===== src/rtl/pair_pkg.sv =====
package pair_pkg;

    localparam int REG_W     = 5;
    localparam int TAG_W     = 6;
    localparam int CLS_W     = 3;
    localparam int NUM_CLS   = 1 << CLS_W;
    localparam int NUM_LANES = 2;
    localparam int CNT_W     = $clog2(NUM_LANES + 1);

    typedef enum logic [CLS_W-1:0] {
        CLS_ALU    = 3'd0,
        CLS_SHIFT  = 3'd1,
        CLS_LOAD   = 3'd2,
        CLS_STORE  = 3'd3,
        CLS_BRANCH = 3'd4,
        CLS_FPU    = 3'd5,
        CLS_MUL    = 3'd6,
        CLS_SYS    = 3'd7
    } cls_e;

    typedef struct packed {
        logic             vld;
        cls_e             cls;
        logic [REG_W-1:0] dst;
        logic [REG_W-1:0] srca;
        logic [REG_W-1:0] srcb;
        logic [TAG_W-1:0] tag;
    } lane_t;

    // Index 0 means "no register" and never links two instructions.
    function automatic logic reg_conflict(
        input logic [REG_W-1:0] older_dst,
        input logic [REG_W-1:0] y_dst,
        input logic [REG_W-1:0] y_srca,
        input logic [REG_W-1:0] y_srcb
    );
        logic named;
        named = (older_dst != '0);
        return named && ((y_srca == older_dst) ||
                         (y_srcb == older_dst) ||
                         (y_dst  == older_dst));
    endfunction

endpackage


===== src/rtl/pair_dep_check.sv =====
module pair_dep_check
    import pair_pkg::*;
(
    input  logic [REG_W-1:0] older_dst,
    input  logic [REG_W-1:0] y_dst,
    input  logic [REG_W-1:0] y_srca,
    input  logic [REG_W-1:0] y_srcb,
    output logic             hazard
);

    always_comb begin
        hazard = reg_conflict(older_dst, y_dst, y_srca, y_srcb);
    end

endmodule


===== src/rtl/pair_select.sv =====
module pair_select
    import pair_pkg::*;
#(
    parameter logic [NUM_CLS-1:0] SEC_MASK = 8'b0001_0111
)(
    input  logic             stall,
    input  logic             o_valid,
    input  logic             y_valid,
    input  cls_e             y_cls,
    input  logic             y_sec_ok,
    input  logic             hazard,
    output logic             go_pri,
    output logic             go_sec,
    output logic [CNT_W-1:0] consume
);

    logic class_fits;

    always_comb begin
        class_fits = SEC_MASK[y_cls];
        go_pri     = o_valid && !stall;
        go_sec     = go_pri && y_valid && y_sec_ok && class_fits && !hazard;
        consume    = CNT_W'(go_pri) + CNT_W'(go_sec);
    end

endmodule


===== src/rtl/pair_lane_reg.sv =====
module pair_lane_reg
    import pair_pkg::*;
(
    input  logic  clk,
    input  logic  rst,
    input  lane_t d [NUM_LANES],
    output lane_t q [NUM_LANES]
);

    for (genvar ln = 0; ln < NUM_LANES; ln++) begin : g_lane
        always_ff @(posedge clk) begin
            if (rst) begin
                q[ln] <= '0;
            end else if (d[ln].vld) begin
                q[ln] <= d[ln];
            end else begin
                q[ln] <= '0;
            end
        end
    end

endmodule


===== src/rtl/pair_retire.sv =====
module pair_retire
    import pair_pkg::*;
(
    input  logic                 clk,
    input  logic                 rst,
    input  logic [NUM_LANES-1:0] vld_in,
    input  logic [TAG_W-1:0]     tag0_in,
    input  logic [TAG_W-1:0]     tag1_in,
    output logic [NUM_LANES-1:0] ret_valid,
    output logic [TAG_W-1:0]     ret_tag0,
    output logic [TAG_W-1:0]     ret_tag1
);

    always_ff @(posedge clk) begin
        if (rst) begin
            ret_valid <= '0;
            ret_tag0  <= '0;
            ret_tag1  <= '0;
        end else begin
            // Slot order is program order: primary ahead of secondary.
            ret_valid[0] <= vld_in[0];
            ret_valid[1] <= vld_in[1] && vld_in[0];
            ret_tag0     <= vld_in[0] ? tag0_in : '0;
            ret_tag1     <= (vld_in[1] && vld_in[0]) ? tag1_in : '0;
        end
    end

endmodule


===== src/rtl/pair_issue.sv =====
module pair_issue
    import pair_pkg::*;
#(
    parameter logic [NUM_CLS-1:0] SEC_MASK = 8'b0001_0111
)(
    input  logic                 clk,
    input  logic                 rst,
    input  logic                 stall,
    input  logic                 i0_valid,
    input  logic [CLS_W-1:0]     i0_cls,
    input  logic [REG_W-1:0]     i0_dst,
    input  logic [REG_W-1:0]     i0_srca,
    input  logic [REG_W-1:0]     i0_srcb,
    input  logic [TAG_W-1:0]     i0_tag,
    input  logic                 i1_valid,
    input  logic [CLS_W-1:0]     i1_cls,
    input  logic [REG_W-1:0]     i1_dst,
    input  logic [REG_W-1:0]     i1_srca,
    input  logic [REG_W-1:0]     i1_srcb,
    input  logic                 i1_sec_ok,
    input  logic [TAG_W-1:0]     i1_tag,
    output logic [CNT_W-1:0]     consume,
    output logic                 p_issue,
    output logic [CLS_W-1:0]     p_cls,
    output logic [REG_W-1:0]     p_dst,
    output logic [REG_W-1:0]     p_srca,
    output logic [REG_W-1:0]     p_srcb,
    output logic [TAG_W-1:0]     p_tag,
    output logic                 s_issue,
    output logic [CLS_W-1:0]     s_cls,
    output logic [REG_W-1:0]     s_dst,
    output logic [REG_W-1:0]     s_srca,
    output logic [REG_W-1:0]     s_srcb,
    output logic [TAG_W-1:0]     s_tag,
    output logic [NUM_LANES-1:0] ret_valid,
    output logic [TAG_W-1:0]     ret_tag0,
    output logic [TAG_W-1:0]     ret_tag1
);

    logic  hazard;
    logic  go_pri;
    logic  go_sec;
    lane_t lane_d [NUM_LANES];
    lane_t lane_q [NUM_LANES];

    pair_dep_check u_dep (
        .older_dst (i0_dst),
        .y_dst     (i1_dst),
        .y_srca    (i1_srca),
        .y_srcb    (i1_srcb),
        .hazard    (hazard)
    );

    pair_select #(.SEC_MASK(SEC_MASK)) u_sel (
        .stall    (stall),
        .o_valid  (i0_valid),
        .y_valid  (i1_valid),
        .y_cls    (cls_e'(i1_cls)),
        .y_sec_ok (i1_sec_ok),
        .hazard   (hazard),
        .go_pri   (go_pri),
        .go_sec   (go_sec),
        .consume  (consume)
    );

    always_comb begin
        lane_d[0] = '{vld: go_pri, cls: cls_e'(i0_cls), dst: i0_dst,
                      srca: i0_srca, srcb: i0_srcb, tag: i0_tag};
        lane_d[1] = '{vld: go_sec, cls: cls_e'(i1_cls), dst: i1_dst,
                      srca: i1_srca, srcb: i1_srcb, tag: i1_tag};
    end

    pair_lane_reg u_lanes (
        .clk (clk),
        .rst (rst),
        .d   (lane_d),
        .q   (lane_q)
    );

    assign p_issue = lane_q[0].vld;
    assign p_cls   = lane_q[0].cls;
    assign p_dst   = lane_q[0].dst;
    assign p_srca  = lane_q[0].srca;
    assign p_srcb  = lane_q[0].srcb;
    assign p_tag   = lane_q[0].tag;
    assign s_issue = lane_q[1].vld;
    assign s_cls   = lane_q[1].cls;
    assign s_dst   = lane_q[1].dst;
    assign s_srca  = lane_q[1].srca;
    assign s_srcb  = lane_q[1].srcb;
    assign s_tag   = lane_q[1].tag;

    pair_retire u_ret (
        .clk       (clk),
        .rst       (rst),
        .vld_in    ({lane_q[1].vld, lane_q[0].vld}),
        .tag0_in   (lane_q[0].tag),
        .tag1_in   (lane_q[1].tag),
        .ret_valid (ret_valid),
        .ret_tag0  (ret_tag0),
        .ret_tag1  (ret_tag1)
    );

endmodule


===== config.mk =====
export PLATFORM = sky130hd
export DESIGN_NAME = pair_issue
export DESIGN_NICKNAME = d
export VERILOG_FILES = /design/src/rtl/pair_pkg.sv /design/src/rtl/pair_dep_check.sv /design/src/rtl/pair_select.sv /design/src/rtl/pair_lane_reg.sv /design/src/rtl/pair_retire.sv /design/src/rtl/pair_issue.sv
export SDC_FILE = /design/constraint.sdc
export NUM_CORES = 1
export LEC_CHECK = 0
export BUFFER_PORTS_ARGS = -buffer_cell sky130_fd_sc_hd__buf_2
export CAP_MARGIN = 30
export CORE_UTILIZATION = 25
export CTS_BUF_LIST = sky130_fd_sc_hd__clkbuf_4 sky130_fd_sc_hd__clkbuf_8
export CTS_CLUSTER_DIAMETER = 200
export CTS_CLUSTER_SIZE = 14
export DETAILED_ROUTE_END_ITERATION = 10
export GPL_TIMING_DRIVEN = 0
export MAX_ROUTING_LAYER = met4
export PLACE_DENSITY = 0.57
export SETUP_SLACK_MARGIN = 0.2
export SYNTH_ARGS = -nofsm -noshare
export SYNTH_HDL_FRONTEND = slang
export SYNTH_SLANG_ARGS = --single-unit

===== constraint.sdc =====
create_clock -name clk -period 4.37 [get_ports clk]
set_clock_uncertainty 0.1 [all_clocks]
set_input_delay 0.2185 -clock clk [delete_from_list [all_inputs] [get_ports clk]]
set_output_delay 0.2185 -clock clk [all_outputs]
set_load 0.01 [all_outputs]

==> impl_metrics.csv, run 1 <==
group,metric,value,unit
run_status,status,"finished with violations",
run_status,violations,"DRC",
final_layout,final_cell_area,0.00342,sq mm
sta,tns,0,ns
worst_setup_path,critPathArrivalTime,2.21,ns
detailed_routing,wl_per_cell,13.7,um
floorplan,start_util,0.262,
place,port-buffer-count,118,
synthesis,synth_adder_area_share,0,
worst_setup_path,cp-end-kind,"output pin",
synthesis,synth-seq-area-share,0.553,
sta,fmax,395,MHz
synthesis,synth-compound-area-share,0.186,
sta,layout_min_cycle_time,2.53,ns
floorplan,die_y,98.3,um
detailed_routing,route.detailed.drc,8,
sta,slew_headroom,0.465,
power,power_leakage,1.63,nW
final_layout,layout-drive-gt1-share,0.444,
sta,setup_ws,1.84,ns
final_layout,n_antenna_cell,0,
detailed_routing,drtAntennaViolNets,0,
place,placed_cells,426,
synthesis,synth_fp_nets,254,
synthesis,yosysUniqueCellTypes,25,
floorplan,core-area,0.00885,sq mm
final_layout,stdcell_count,462,
clock_network,root_buffer,"clkbuf_8",
grt,grt_pass1_vias,1977,
power,p_per_area,343,mW/mm^2
detailed_routing,drt-total-wl,6310,um
worst_setup_path,path_class,"primary input to output pin",
synthesis,syn_avg_cell_area,11.6,sq um
clock_network,cts_buffers,9,
floorplan,rows,34,
synthesis,synth_xor_area_frac,0.0567,
synthesis,synth_mux_area_frac,0,
clock_network,clk_pin_slew,0.07,ns
sta,min_period_over_period,0.579,
synthesis,syn_area,0.00232,sq mm
clock_network,htreeDepth,3,
clock_network,cts_setup_buffers,0,
place,postPlaceCellArea,0.00304,sq mm
worst_setup_path,cp_max_fo,10,
clock_network,cts_tree,"yes",
sta,rsz0062_at_grt,"false",
detailed_routing,drt_iter0_markers,46,
synthesis,synth_seq_cells,64,
worst_setup_path,cp.required,4.05,ns
worst_setup_path,crit_path_start_kind,"primary input",
synthesis,yosysTopAreaCellShare,0.553,
grt,grt_max_degree,13,
place,gp_congestion,0.825,
sta,setup_viol,0,
final_layout,nNetsFinal,403,
clock_network,cts_num_sinks,64,
detailed_routing,routed-via-count,1948,
clock_network,post_cts_resized,0,
floorplan,io_pins,120,
power,p_total,1.17,mW
clock_network,clockBufferDepth,2,
synthesis,synth_top_family_by_area,"compound AO/OA/AOI/OAI gates",
place,hpwl,4590,um
power,ir_drop,0.000111,V
worst_hold_path,hold_class,"primary input to flip-flop",
grt,grt_pass1_wl,9780,um
grt,grtUsageTotal,0.138,
synthesis,synth_cells,200,
synthesis,synth_top_area_cell,"dfxtp_1",
synthesis,synth_area_leaders,"dfxtp_1, a2111oi_2, and2_1",
final_layout,fin_util,0.387,
sta,slew_violations,0,
sta,fin_hold_ws,0.0264,ns
clock_network,hold_buffers,20,
detailed_routing,routed_via_density,4.22,
grt,grt_overflow_total,0,
run,maxCapViolCount,0,
synthesis,synth_simple_gate_area_frac,0.135,
grt,antenna_found_initial,0,
sta,hold_viol,0,
clock_network,clock_latency,0.34,ns
floorplan,dieWidth,98.3,um
sta,tightest_slew,0.802,ns
detailed_routing,drt_pre_antenna_iters,9,
place,place_ws,2.21,ns
floorplan,dieArea,0.00965,sq mm
final_layout,area_delta_synth_final,47.9,%
synthesis,yosys_warnings,0,
==> routing by layer <==
layer | track usage | vias to the layer above | part of all wire
met2 | 0.225 | 74 | 0.48
met3 | 0.0494 | 13 | 0.067
li1 | - | 972 | -
met1 | 0.153 | 889 | 0.43
met4 | 0.0574 | 0 | 0.021
met5 | - | - | 0
==> flip-flops by register name (all words and copies together) (netlist names) <==
signal,cells
u_lanes.q,50
u_ret.ret_tag0,6
u_ret.ret_tag1,6
u_ret.ret_valid,2
==> placed cells by master (no fill, tap or decap) <==
master,instances
o22ai_1,1
nor3_1,3
buf_6,2
and3_1,6
clkinv_2,1
clkbuf_8,10
a2111oi_4,4
buf_1,1
o31ai_4,1
nand3_1,3
dlygate4sd3_1,20
clkinvlp_4,3
o311a_1,1
a2111oi_2,14
a21oi_1,1
clkbuf_1,7
buf_2,119
inv_1,25
dfxtp_1,64
xnor2_1,15
and2_1,32
clkinv_4,2
a2111oi_0,7
nor2_1,2
buf_4,1
nor4_1,1
nor2b_1,1
nand2b_1,1
nand2_1,5
o21a_1,1
==> area by class of cell <==
| type | instances | area, sq um |
|---|---|---|
| multi-input cells | 99 | 876 |
| fillers | 905 | 5420 |
| plain buffers | 12 | 65.1 |
| clock buffers | 10 | 138 |
| clock inverters | 6 | 45.0 |
| well taps | 108 | 135 |
| repair buffers | 138 | 791 |
| inverters | 25 | 93.8 |
| flip-flops and latches | 64 | 1280 |
==> power breakdown <==
part / switching, mW / total (mW) / internal, mW
Clock: 0.241 / 0.462 / 0.222
Sequential: 0.00237 / 0.593 / 0.591
Combinational: 0.0624 / 0.118 / 0.0558
Total: 0.305 / 1.17 / 0.869
==> synth_stat cells <==
library cell / number
nor2b_1: 1
o311a_1: 1
nand3_1: 3
buf_1: 1
a21oi_1: 1
and3_1: 6
inv_1: 25
buf_4: 1
nand2_1: 5
a2111oi_2: 14
a2111oi_4: 4
dfxtp_1: 64
nand2b_1: 1
nor4_1: 1
nor2_1: 2
a2111oi_0: 7
o22ai_1: 1
nor3_1: 3
o21a_1: 1
buf_2: 1
o31ai_4: 1
buf_6: 2
xnor2_1: 15
and2_1: 32
clkbuf_1: 7
==> final timing paths <==
path,from,to,slack (ns),cells after the start
worst max register to register,u_lanes.q[49],u_ret.ret_tag1[4],3.06,3
worst min register to register,u_lanes.q[25],u_ret.ret_tag0[0],0.36,1
worst max-delay path,i1_cls[0],consume[0],1.84,8
worst min-delay path,i1_dst[1],u_lanes.q[17],0.03,3
==> cells by family after synthesis <==
group	Yosys count
and+or+nand+nor	54
DFF	64
xor gates and xnor gates	15
AOI/OAI and AO/OA	30
buffers and inverters	37
==> critical path, cell delays in order <==
cell,delay [ns]
dlygate4sd3_1,0.54
buf_2,0.13
o21a_1,0.12
a2111oi_4,0.38
o31ai_4,0.20
buf_6,0.20
o311a_1,0.28
buf_2,0.15
Power figures use the tool's default switching activity.
==> run 2, diff against run 1 <==
clock period = 2.45 ns   (was 4.37 ns; I/O delays follow)
==> run 2 against run 1 <==
Against the previous run: the flow still finishes with violations (DRC); critical endpoint unchanged; utilization increased by 3.3 points; critical path depth unchanged; clock-buffer cell count unchanged; largest power group unchanged; flip-flop and latch count unchanged.
==> impl_metrics.csv, run 2 (synthesis gave the netlist of run 1 again) <==
group,metric,value,unit
run_status,status,"finished with violations",
run_status,violations,"DRC",
grt,grt_max_degree,13,
worst_setup_path,reg2reg_to,"u_ret.ret_tag1[4]",
run,maxCapViolCount,0,
floorplan,dieWidth,98.3,um
floorplan,rows,34,
sta,hold_viol,0,
power,ir_drop,0.000193,V
floorplan,dieArea,0.00965,sq mm
clock_network,root_buffer,"clkbuf_8",
power,power_leakage,1.75,nW
sta,setup_viol,0,
final_layout,nNetsFinal,433,
detailed_routing,drtAntennaViolNets,0,
worst_setup_path,cp-end-kind,"output pin",
grt,grt_pass1_vias,2118,
worst_setup_path,critPathArrivalTime,1.91,ns
worst_setup_path,cp.required,2.23,ns
worst_hold_path,worstHoldStart,"i0_dst[4]",
clock_network,clk_pin_slew,0.07,ns
floorplan,start_util,0.262,
grt,grt_overflow_total,0,
detailed_routing,wl_per_cell,13.6,um
power,netSwitchingFraction,0.259,
sta,rsz0062_at_grt,"false",
final_layout,top_register,"u_lanes.q",
detailed_routing,routed_via_density,4.19,
worst_setup_path,cp_max_fo,10,
clock_network,cts_tree,"yes",
sta,fmax,470,MHz
final_layout,layout_common_cells,"buf_2, dfxtp_1, dlygate4sd3_1, and2_1, inv_1",
grt,gr-usage-met1,0.159,
worst_setup_path,reg2regPathDepth,3,
grt,grt_use_met2,0.244,
power,pwr-share-seq,0.497,
grt,antenna_found_initial,1,
clock_network,htreeDepth,3,
place,gp_congestion,0.825,
grt,grtUsageTotal,0.146,
worst_setup_path,path_class,"primary input to output pin",
clock_network,clockBufferDepth,2,
power,p_switching,0.552,mW
final_layout,largest_register_ffs,50,
floorplan,core-area,0.00885,sq mm
place,hpwl,4590,um
sta,slew_headroom,0.463,
place,port-buffer-count,118,
detailed_routing,drt_iter0_markers,44,
floorplan,io_pins,120,
sta,layout_min_cycle_time,2.13,ns
clock_network,cts_buffers,9,
power,p_clk_frac,0.387,
final_layout,layout-drive-gt1-share,0.417,
detailed_routing,route.detailed.drc,8,
grt,grt_pass1_wl,10400,um
sta,slew_violations,0,
clock_network,cts_num_sinks,64,
grt,met3_usage,0.0487,
place,placed_cells,426,
final_layout,layout_commonest_cell,"buf_2",
worst_setup_path,crit_path_start_kind,"primary input",
power,p_comb_frac,0.116,
detailed_routing,drt_pre_antenna_iters,9,
power,internal-power,1.58,mW
worst_hold_path,min_path_cells,2,
worst_hold_path,hold_class,"primary input to flip-flop",
detailed_routing,drt-total-wl,6700,um
clock_network,post_cts_resized,0,
final_layout,area_delta_synth_final,60.6,%
worst_setup_path,r2r-start,"u_lanes.q[49]",
sta,min_period_over_period,0.869,
power,p_per_area,573,mW/mm^2
worst_setup_path,rrSetupSlack,1.14,ns
grt,grt.busiest_layer,"met2",
detailed_routing,routed-via-count,2067,
final_layout,reg_top3,"u_lanes.q (50), u_ret.ret_tag0 (6), u_ret.ret_tag1 (6)",
final_layout,fillers,888,
clock_network,clock_latency,0.34,ns
sta,tightest_slew,0.805,ns
final_layout,stdcell_count,493,
sta,tns,0,ns
worst_hold_path,min_to,"u_lanes.q[45]",
floorplan,die_y,98.3,um
run 2: cell count changes in the layout (fill, tap and decap cells not counted):
cell	before	now
diode_2	0	1
dlygate4sd3_1	20	47
buf_4	1	4
run 2: final cells by class:
class | instances | area (sq um) | area share
antenna | 1 | 2.50 | 0.000673
buffer | 12 | 65.1 | 0.0175
tap | 108 | 135 | 0.0363
clock buffer | 10 | 138 | 0.0370
inverter | 25 | 93.8 | 0.0252
multi-input combinational | 99 | 876 | 0.235
sequential | 64 | 1280 | 0.344
clock inverter | 6 | 45.0 | 0.0121
timing repair buffer | 168 | 1080 | 0.291
run 2: stage by stage:
step	area [sq um]	setup WS (ns)	total power, mW	utilization	hold WS, ns
after floorplan	2320	0.893	1.18	-	0.141
final	3720	0.321	2.13	0.420	0.0118
after CTS	3690	0.212	2.17	0.418	0.00166
after global routing	3720	0.230	2.23	0.420	0.0141
after detailed placement	3040	0.487	1.27	0.344	0.227
after global placement	3040	0.515	1.27	0.344	0.223
run 2: worst max-delay path, stage by stage:
cell	delay [ns]
dlygate4sd3_1	0.53
buf_2	0.13
xnor2_1	0.14
nand3_1	0.14
o31ai_4	0.33
buf_6	0.22
o311a_1	0.15
buf_2	0.14
run 2: power by group through the flow:
stage | registers [mW] | logic, mW | clock network, mW
final | 1.06 | 0.246 | 0.825
after global routing | 1.06 | 0.269 | 0.905
after CTS | 1.06 | 0.245 | 0.863
after detailed placement | 1.08 | 0.187 | 0
after global placement | 1.08 | 0.185 | 0
after floorplan | 1.09 | 0.0893 | 0
run 2: routing by layer:
| layer | share of wire | vias to the layer above |
|---|---|---|
| met5 | 0 | - |
| met4 | 0.013 | 0 |
| met3 | 0.066 | 10 |
| met2 | 0.50 | 76 |
| met1 | 0.42 | 949 |
| li1 | - | 1032 |
run 2: worst max path at each step:
stage / endpoint / slack, ns / startpoint
floorplan: consume[0] / 0.89 / i1_cls[1]
global placement: consume[1] / 0.51 / i0_dst[2]
detailed placement: consume[1] / 0.49 / i0_dst[4]
CTS: consume[0] / 0.21 / i1_srca[4]
global route: consume[0] / 0.23 / i1_srca[3]
finish: consume[0] / 0.32 / i1_srca[4]
run 2: what timing repair did:
action,CTS,global route
setup buffers,0,3
hold endpoints to repair,47,0
setup endpoints to repair,0,2
hold buffers,47,0
==> run 3, diff against run 2 <==
CORE_ASPECT_RATIO = 0.6   (was unset)
==> run 3 against run 2 <==
Against the previous run: sequential power barely moved; critical endpoint unchanged; final cell count rose by 1.0%; wire length rose by 1.1%; largest cell class unchanged; critical path depth did not move; the flow now finishes without violations.
==> impl_metrics.csv, run 3 (synthesis gave the netlist of run 1 again) <==
group,metric,value,unit
run_status,status,"finished, final reports clean",
final_layout,area_delta_synth_final,61.9,%
final_layout,seqCellArea,0.00128,sq mm
worst_setup_path,cp_max_fo,7,
final_layout,nNetsFinal,437,
detailed_routing,route.detailed.drc,0,
floorplan,io_pins,120,
detailed_routing,wl_per_cell,13.6,um
grt,grt_max_degree,11,
worst_setup_path,rrSetupSlack,1.07,ns
place,port-buffer-count,118,
clock_network,cts_buffers,9,
floorplan,die_y,76.6,um
final_layout,fillers,859,
sta,min_period_over_period,0.883,
power,p_per_area,574,mW/mm^2
sta,fmax,462,MHz
detailed_routing,routed_via_density,4.23,
final_layout,top_register,"u_lanes.q",
final_layout,largest_register_ffs,50,
worst_setup_path,cp.required,2.23,ns
place,placed_cells,430,
place,place_ws,0.459,ns
sta,rsz0062_at_grt,"false",
clock_network,cts_tree,"yes",
worst_setup_path,reg2reg_to,"u_ret.ret_tag1[4]",
worst_hold_path,hold_class,"primary input to flip-flop",
final_layout,stdcell_count,498,
grt,grt_pass1_vias,2155,
clock_network,clock_latency,0.35,ns
floorplan,dieWidth,126,um
sta,tightest_slew,0.788,ns
worst_setup_path,reg2regPathDepth,3,
final_layout,reg_top3,"u_lanes.q (50), u_ret.ret_tag0 (6), u_ret.ret_tag1 (6)",
sta,layout_min_cycle_time,2.16,ns
power,power_leakage,1.78,nW
worst_hold_path,min_path_cells,2,
worst_setup_path,path_class,"primary input to output pin",
sta,slew_violations,0,
sta,tns,0,ns
detailed_routing,drt_pre_antenna_iters,4,
clock_network,clk_pin_slew,0.06,ns
detailed_routing,drt-total-wl,6770,um
detailed_routing,drt_iter0_markers,110,
worst_hold_path,worstHoldStart,"i0_dst[2]",
grt,grtUsageTotal,0.155,
final_layout,fin_util,0.429,
grt,grt_pass1_wl,10700,um
final_layout,layout-drive-gt1-share,0.420,
final_layout,n_antenna_cell,0,
sta,setup_viol,0,
floorplan,core-area,0.00875,sq mm
detailed_routing,routed-via-count,2107,
power,ir_drop,0.000268,V
worst_setup_path,critPathArrivalTime,1.94,ns
worst_hold_path,min_to,"u_lanes.q[43]",
grt,antenna_found_initial,0,
floorplan,start_util,0.265,
worst_setup_path,cp-end-kind,"output pin",
clock_network,cts_num_sinks,64,
power,p_total,2.15,mW
place,hpwl,4760,um
worst_setup_path,crit_path_start_kind,"primary input",
clock_network,htreeDepth,3,
final_layout,layout_commonest_cell,"buf_2",
floorplan,rows,26,
clock_network,root_buffer,"clkbuf_8",
sta,setup_ws,0.287,ns
sta,slew_headroom,0.475,
final_layout,layout_common_cells,"buf_2, dfxtp_1, dlygate4sd3_1, and2_1, inv_1",
grt,grt_overflow_total,0,
detailed_routing,drtAntennaViolNets,0,
run,maxCapViolCount,0,
worst_setup_path,startpoint,"i1_srca[4]",
floorplan,dieArea,0.00967,sq mm
worst_setup_path,r2r-start,"u_lanes.q[49]",
clock_network,clockBufferDepth,2,
final_layout,multi_input_area,876,sq um
sta,hold_viol,0,
place,gp_congestion,0.806,
-- run 3: changes by cell type in the layout (fill, tap and decap cells not counted) --
cell,before,now
diode_2,1,0
clkbuf_4,0,2
clkinv_2,1,0
clkbuf_8,10,12
clkinvlp_4,3,0
buf_4,4,8
clkinv_4,2,0
-- run 3: cell type report --
class	count	share of cell area
Buffer	12	0.0174
Clock buffer	14	0.0480
Inverter	25	0.0250
Multi-Input combinational cell	99	0.234
Sequential cell	64	0.342
Tap cell	112	0.0374
Timing Repair Buffer	172	0.297
-- run 3: metrics by stage --
| stage | area [sq um] | hold WS, ns |
|---|---|---|
| 6_report | 3750 | 0.0236 |
| 5_1_grt | 3750 | 0.0131 |
| 4_1_cts | 3700 | 0.00231 |
| 3_5_place_dp | 3050 | 0.225 |
| 3_3_place_gp | 3050 | 0.221 |
| 2_1_floorplan | 2320 | 0.141 |
-- run 3: what timing repair did --
item / 4_1_cts / 5_1_grt
endpoints found under the setup margin: 0 / 2
setup buffers: 0 / 7
hold endpoints to repair: 47 / 0
hold buffers: 47 / 0
gates resized for setup: 0 / 0
-- run 3: worst max path at each step --
stage	slack (ns)	end	cells after the start
after CTS	0.23	consume[0]	8
final	0.29	consume[0]	8
after global routing	0.22	consume[0]	8
after floorplan	0.89	consume[0]	5
after detailed placement	0.46	consume[1]	7
after global placement	0.49	consume[1]	7
-- run 3: critical path, cell delays in order --
cell and delay (ns):
dlygate4sd3_1 0.53, buf_2 0.14, xnor2_1 0.15, nand3_1 0.13, o31ai_4 0.40, buf_6 0.19, o311a_1 0.15, buf_2 0.13
-- run 3: metal layers --
layer  vias to the layer above  GRT usage  share of wire
met3                        12     0.0681          0.072
li1                       1034          -              -
met4                         0     0.0651          0.021
met1                       979      0.192           0.47
met5                         -          -              0
met2                        82      0.217           0.44
-- run 3: where the power goes --
part / total (mW) / internal [mW] / switching, mW
clock: 0.841 / 0.462 / 0.379
combinational: 0.252 / 0.130 / 0.122
sequential: 1.06 / 1.06 / 0.00423
